## config.mk

```make
export PLATFORM = sky130hd
export DESIGN_NAME = cfgp_top
export DESIGN_NICKNAME = d
export VERILOG_FILES = /design/src/rtl/cfgp_pkg.sv /design/src/rtl/cfgp_sync.sv /design/src/rtl/cfgp_serial.sv /design/src/rtl/cfgp_top.sv
export SDC_FILE = /design/constraint.sdc
export NUM_CORES = 1
export LEC_CHECK = 0
export BUFFER_PORTS_ARGS = -buffer_cell sky130_fd_sc_hd__buf_2
export CAP_MARGIN = 20
export CORE_MARGIN = 5
export CORE_UTILIZATION = 48
export DETAILED_ROUTE_END_ITERATION = 8
export PLACE_DENSITY = 0.66
export REMOVE_ABC_BUFFERS = 1
export SYNTH_ARGS = -nofsm -noshare
export SYNTH_HDL_FRONTEND = slang
export SYNTH_SLANG_ARGS = --single-unit
export TNS_END_PERCENT = 5
```

## constraint.sdc

```tcl
create_clock -name clk -period 4.9 [get_ports clk]
set_clock_uncertainty 0.15 [all_clocks]
set_input_delay 0.245 -clock clk [delete_from_list [all_inputs] [get_ports clk]]
set_output_delay 0.245 -clock clk [all_outputs]
set_load 0.01 [all_outputs]
```

## src/rtl/cfgp_pkg.sv

```systemverilog
package cfgp_pkg;
    localparam int FRAME_W = 16;
    localparam int DATA_W  = 8;
    localparam int ADDR_W  = 7;
    localparam int HDR_W   = FRAME_W - DATA_W;
    localparam int CNT_W   = $clog2(FRAME_W + 1);
    localparam int NREG    = 4;

    // register map: index and bit of each decoded control
    localparam int SWRST_REG = 0;
    localparam int SWRST_BIT = 7;
    localparam int PWR_REG   = 1;
    localparam int PWR_BIT   = 0;
    localparam int LANE_REG  = 2;
    localparam int LANE_BIT  = 0;
    localparam int CUR_BIT   = 1;
    localparam int TERM_REG  = 3;
    localparam int TERM_BIT  = 0;

    typedef logic [DATA_W-1:0] byte_t;

    typedef struct packed {
        logic one_lane;
        logic half_current;
        logic power_down;
        logic term_en;
    } ctl_t;
endpackage

```

## src/rtl/cfgp_sync.sv

```systemverilog
module cfgp_sync #(
    parameter int           W       = 1,
    parameter int           STAGES  = 2,
    parameter logic [W-1:0] RST_VAL = '0
) (
    input  logic         clk,
    input  logic         rst_n,
    input  logic [W-1:0] d,
    output logic [W-1:0] q
);
    logic [STAGES-1:0][W-1:0] stg_d, stg_q;

    always_comb begin
        stg_d[0] = d;
        for (int i = 1; i < STAGES; i++) begin
            stg_d[i] = stg_q[i-1];
        end
    end

    always_ff @(posedge clk or negedge rst_n) begin
        if (!rst_n) begin
            stg_q <= {STAGES{RST_VAL}};
        end else begin
            stg_q <= stg_d;
        end
    end

    assign q = stg_q[STAGES-1];
endmodule

```

## src/rtl/cfgp_serial.sv

```systemverilog
module cfgp_serial
    import cfgp_pkg::*;
#(
    parameter int NUM_REGS = NREG
) (
    input  logic                              clk,
    input  logic                              rst_n,
    input  logic                              en,
    input  logic                              cs_s,
    input  logic                              sck_s,
    input  logic                              sdi_s,
    output logic [NUM_REGS-1:0][DATA_W-1:0]   regs_o,
    output logic                              sdo_pull
);
    localparam int RIDX_W = (NUM_REGS > 1) ? $clog2(NUM_REGS) : 1;
    localparam int BIT_W  = $clog2(DATA_W);

    typedef struct packed {
        logic [CNT_W-1:0]                 cnt;
        logic [FRAME_W-1:0]               shift;
        logic                             rd_act;
        byte_t                            rd;
        logic                             sck_prev;
        logic [NUM_REGS-1:0][DATA_W-1:0]  regs;
    } st_t;

    st_t                st_d, st_q;
    logic               rise;
    logic [FRAME_W-1:0] sh_next;
    logic [ADDR_W-1:0]  hdr_addr;
    logic [ADDR_W-1:0]  wr_addr;
    logic [CNT_W-1:0]   pos;

    always_comb begin
        st_d     = st_q;
        rise     = sck_s & ~st_q.sck_prev;
        sh_next  = {st_q.shift[FRAME_W-2:0], sdi_s};
        hdr_addr = sh_next[ADDR_W-1:0];
        wr_addr  = sh_next[FRAME_W-2 -: ADDR_W];
        st_d.sck_prev = sck_s;

        // self-clearing software reset: the bit lives for one cycle
        if (st_q.regs[SWRST_REG][SWRST_BIT]) begin
            st_d.regs = '0;
        end

        if (!en || cs_s) begin
            st_d.cnt    = '0;
            st_d.rd_act = 1'b0;
        end else if (rise && (st_q.cnt < CNT_W'(FRAME_W))) begin
            st_d.shift = sh_next;
            st_d.cnt   = st_q.cnt + 1'b1;
            // header complete: latch direction and snapshot read data
            if (st_q.cnt == CNT_W'(HDR_W - 1)) begin
                st_d.rd_act = sh_next[HDR_W-1];
                st_d.rd     = (hdr_addr < ADDR_W'(NUM_REGS))
                            ? st_q.regs[hdr_addr[RIDX_W-1:0]] : '0;
            end
            // last bit of a write frame commits the data
            if ((st_q.cnt == CNT_W'(FRAME_W - 1)) && !sh_next[FRAME_W-1]
                && (wr_addr < ADDR_W'(NUM_REGS))) begin
                st_d.regs[wr_addr[RIDX_W-1:0]] = sh_next[DATA_W-1:0];
            end
        end

        pos      = CNT_W'(FRAME_W) - st_q.cnt;
        sdo_pull = en && !cs_s && st_q.rd_act && (st_q.cnt > CNT_W'(HDR_W))
                   && !st_q.rd[pos[BIT_W-1:0]];
        regs_o   = st_q.regs;
    end

    always_ff @(posedge clk or negedge rst_n) begin
        if (!rst_n) begin
            st_q <= '0;
        end else begin
            st_q <= st_d;
        end
    end
endmodule

```

## src/rtl/cfgp_top.sv

```systemverilog
module cfgp_top
    import cfgp_pkg::*;
#(
    parameter int NUM_REGS    = NREG,
    parameter int SYNC_STAGES = 2
) (
    input  logic clk,
    input  logic rst_n,
    input  logic mode_strap,
    input  logic pin_cs,
    input  logic pin_sck,
    input  logic pin_sdi,
    input  logic pin_sdo_in,
    output logic sdo_drive_n,
    output logic sdo_out,
    output logic one_lane,
    output logic half_current,
    output logic power_down,
    output logic term_en
);
    localparam int PIN_W = 5;

    logic [PIN_W-1:0]                pins_s;
    logic                            mode_s, cs_s, sck_s, sdi_s, sdo_in_s;
    logic [NUM_REGS-1:0][DATA_W-1:0] cfg_regs;
    logic                            ser_pull;
    ctl_t                            ctl;

    // select idles high, everything else low
    cfgp_sync #(
        .W       (PIN_W),
        .STAGES  (SYNC_STAGES),
        .RST_VAL (5'b01000)
    ) i_sync (
        .clk   (clk),
        .rst_n (rst_n),
        .d     ({mode_strap, pin_cs, pin_sck, pin_sdi, pin_sdo_in}),
        .q     (pins_s)
    );

    assign {mode_s, cs_s, sck_s, sdi_s, sdo_in_s} = pins_s;

    cfgp_serial #(
        .NUM_REGS (NUM_REGS)
    ) i_serial (
        .clk      (clk),
        .rst_n    (rst_n),
        .en       (~mode_s),
        .cs_s     (cs_s),
        .sck_s    (sck_s),
        .sdi_s    (sdi_s),
        .regs_o   (cfg_regs),
        .sdo_pull (ser_pull)
    );

    always_comb begin
        if (mode_s) begin
            ctl.one_lane     = cs_s;
            ctl.half_current = sck_s;
            ctl.power_down   = sdi_s;
            ctl.term_en      = sdo_in_s;
        end else begin
            ctl.one_lane     = cfg_regs[LANE_REG][LANE_BIT];
            ctl.half_current = cfg_regs[LANE_REG][CUR_BIT];
            ctl.power_down   = cfg_regs[PWR_REG][PWR_BIT];
            ctl.term_en      = cfg_regs[TERM_REG][TERM_BIT];
        end
    end

    assign {one_lane, half_current, power_down, term_en} = ctl;
    assign sdo_drive_n = ~ser_pull;
    assign sdo_out     = 1'b0;
endmodule

```

==> impl_metrics.tcl <==
set metrics [dict create \
    layout-drive-gt1-share_pct 38.2 \
    port_buffers 11 \
    path_clk_slew_ns 0.07 \
    diodes 0 \
    syn-instance-count 238 \
    area_delta_synth_final_pct 13.3 \
    setup_viol 0 \
    synth_seq_cells 72 \
    pwr-share-seq_pct 49.0 \
    cts_made_buffers 9 \
    die_h_um 93.7 \
    maxSlewHeadroom_pct 29.4 \
    grt_pass1_wl_um 10700 \
    drt_iter0_drc 105 \
    clk_root_buffer_cell "clkbuf_8" \
    combPwrFrac_pct 4.8 \
    insertion_delay_ns 0.35 \
    maxSlewViolCount 0 \
    cts_tree "yes" \
    fp.dieArea_um2 8770 \
    synth_area_per_cell_um2 14.1 \
    leakagePower_nw 1.80 \
    fin_crit_sh_pct 51.8 \
    clkPwrFrac_pct 46.2 \
    peakVddDrop_mv 0.213 \
    multiInputGateArea_um2 1480 \
    floorplan.core_area_um2 6790 \
    drt_wl_total_um 6260 \
    status "finished clean" \
    vias_per_cell 5.41 \
    fin_nets 264 \
    hold_path.class "reg -> reg" \
    cts_sinks 72 \
    ios 13 \
    cts_setup_buffers 0 \
    htree_levels 3 \
    fin_util_pct 56.0 \
    whs_path_depth 0 \
    grt_max_degree 73 \
    power_switching_w 0.000306 \
    cap_viol_max_count 0 \
    arrival_ns 2.62 \
    synth_seq_area_share_pct 53.7 \
    dieWidth_um 93.7 \
    r2r_cells 6 \
    grt_remaining_overflow 0 \
    grt_pass1_vias 1974 \
    fillers 574 \
    p_total_w 0.00134 \
    period_minus_slack_ns 2.54 \
    power.density_nw_per_um2 353 \
    antenna_found_initial 0 \
    dpl.hpwl_um 3960 \
    globalplace.congestion 0.771 \
    hold_violations 0 \
    row_count 30 \
    power.internal_w 0.00104 \
    start_util_pct 49.4 \
    via_count 1921 \
    cp-end-kind "register" \
    swShare_pct 22.8 \
    startpoint_type "register" \
    seqCellArea_um2 1800 \
    avgRoutedWirePerCell_um 17.6 \
    syn_area_um2 3360 \
    drc 0 \
    cp_max_fo 8 \
    reg2reg_slack_ns 2.36 \
    rsz0062_at_grt "no" \
    crit_type "reg -> reg" \
    tns_ns 0 \
    drtPass1Iterations 4 \
    cp_data_required_time_ns 4.98 \
    grt.total_usage_pct 16.1 \
    fmax_mhz 394 \
    worstMarginPinSlew_ns 1.06 \
    ant_nets 0 \
    synth_cell_types 41 \
    cts.path.max_buffers 2 \
    yosysWarnings 0 \
]
[layer usage]
metal	GRT usage (%)	share of wire [%]	wire [µm]	vias up
met3	3.93	2.5	157	9
li1	-	-	-	900
met2	23.7	46	2890	22
met1	23.1	50	3100	990
met4	6.14	1.8	114	0
met5	0	0	0	-
[per-stage QoR]
step | cell area [µm²] | hold WS, ns | setup slack, ns | cells
floorplan | 3300 | -0.201 | 2.73 | 226
global placement | 3480 | 0.182 | 2.41 | 333
detailed placement | 3480 | 0.186 | 2.35 | 333
CTS | 3810 | 0.205 | 2.32 | 355
global route | 3810 | 0.207 | 2.19 | 355
finish | 3810 | 0.202 | 2.36 | 355
[state kept, by name (all words and copies together) (netlist names)]
| name | count |
|---|---|
| i_serial.sh_next | 9 |
| i_serial.st_q | 15 |
| i_serial.regs_o | 32 |
| i_sync.q | 5 |
| i_sync.stg_d | 5 |
| i_serial.hdr_addr | 6 |
[cell usage in the layout, fill, tap and decap left out, types with 5 or more instances in the layout]
master	count
dfrtp_1	70
mux2_2	47
nor2b_1	28
mux4_2	10
buf_2	10
clkbuf_8	9
a22o_1	8
a21oi_1	6
dlygate4sd3_1	6
inv_1	5
[worst max-delay path, stage by stage, from the launching register on]
cell and delay [ns]:
dfrtp_1 0.48, ha_1 0.28, and3_1 0.18, ha_1 0.15
nor4b_4 0.37, nand4_2 0.41, mux2_2 0.40
[cell usage after synthesis]
cell / instances / share of area [%]
a21oi_1: 6 / 0.89
a22o_1: 8 / 2.1
and2_1: 1 / 0.19
and3_1: 1 / 0.19
and4bb_2: 1 / 0.37
buf_2: 2 / 0.30
buf_4: 1 / 0.22
buf_6: 1 / 0.34
clkbuf_1: 8 / 0.89
conb_1: 1 / 0.11
dfrtp_1: 70 / 52
dfstp_2: 2 / 1.6
ha_1: 3 / 1.1
inv_1: 5 / 0.56
mux2_2: 47 / 16
mux2i_1: 4 / 1.2
mux4_2: 10 / 6.7
nand2_1: 4 / 0.45
nand2_2: 1 / 0.19
nand2b_1: 4 / 0.74
nand3_1: 1 / 0.15
nand4_1: 1 / 0.19
nand4_2: 4 / 1.5
nand4b_1: 1 / 0.26
nand4bb_4: 1 / 0.82
nor2_1: 1 / 0.11
nor2b_1: 28 / 5.2
nor3_2: 1 / 0.30
nor3b_4: 1 / 0.56
nor4_1: 2 / 0.37
nor4_4: 1 / 0.63
nor4b_1: 2 / 0.52
nor4b_4: 1 / 0.71
o21ai_0: 4 / 0.60
or2_0: 1 / 0.19
or2_2: 1 / 0.19
or3_1: 3 / 0.56
or3b_1: 1 / 0.26
or4_1: 1 / 0.22
or4b_4: 1 / 0.41
xnor2_1: 1 / 0.26
[layout make-up]
| type | instances | share of cell area (%) |
|---|---|---|
| Clock buffer | 9 | 3.25 |
| Tap cell | 96 | 3.16 |
| Timing Repair Buffer | 17 | 3.09 |
| Clock inverter | 7 | 3.78 |
| Multi-Input combinational cell | 149 | 38.8 |
| Sequential cell | 72 | 47.4 |
| Inverter | 5 | 0.493 |
[final timing paths]
path | startpoint | endpoint
max in group asynchronous | rst_n | i_serial.regs_o[30]
min in group asynchronous | rst_n | i_serial.st_q[62]
max reg2reg | i_serial.st_q[58] | i_serial.regs_o[16]
min reg2reg | i_sync.stg_d[6] | i_sync.q[1]
min | i_sync.stg_d[6] | i_sync.q[1]
max | i_serial.st_q[58] | i_serial.regs_o[16]
[power by group through the flow]
| stage | registers [W] | logic, W | clock network (W) |
|---|---|---|---|
| 3_3_place_gp | 0.000670 | 0.0000612 | 0 |
| 3_5_place_dp | 0.000671 | 0.0000620 | 0 |
| 2_1_floorplan | 0.000653 | 0.0000399 | 0 |
| 4_1_cts | 0.000659 | 0.0000663 | 0.000632 |
| 6_report | 0.000658 | 0.0000650 | 0.000620 |
| 5_1_grt | 0.000664 | 0.0000713 | 0.000657 |
[logic make-up after synthesis]
kind of cell / count (synthesis) / synth area share, %
AO/OA/AOI/OAI: 18 / 3.58
XOR/XNOR: 1 / 0.261
adder cells (fa/ha/maj): 3 / 1.12
buffers and inverters: 17 / 2.31
flip-flops: 72 / 53.7
multiplexers: 61 / 23.7
other: 1 / 0.112
AND/OR/NAND/NOR: 65 / 15.3
[repair_timing]
action,CTS,global route
hold buffers,6,0
hold endpoints to repair,75,0
resized for setup,0,0
endpoints found under the setup margin,0,0
No activity file was read; power rests on OpenSTA's default activity.
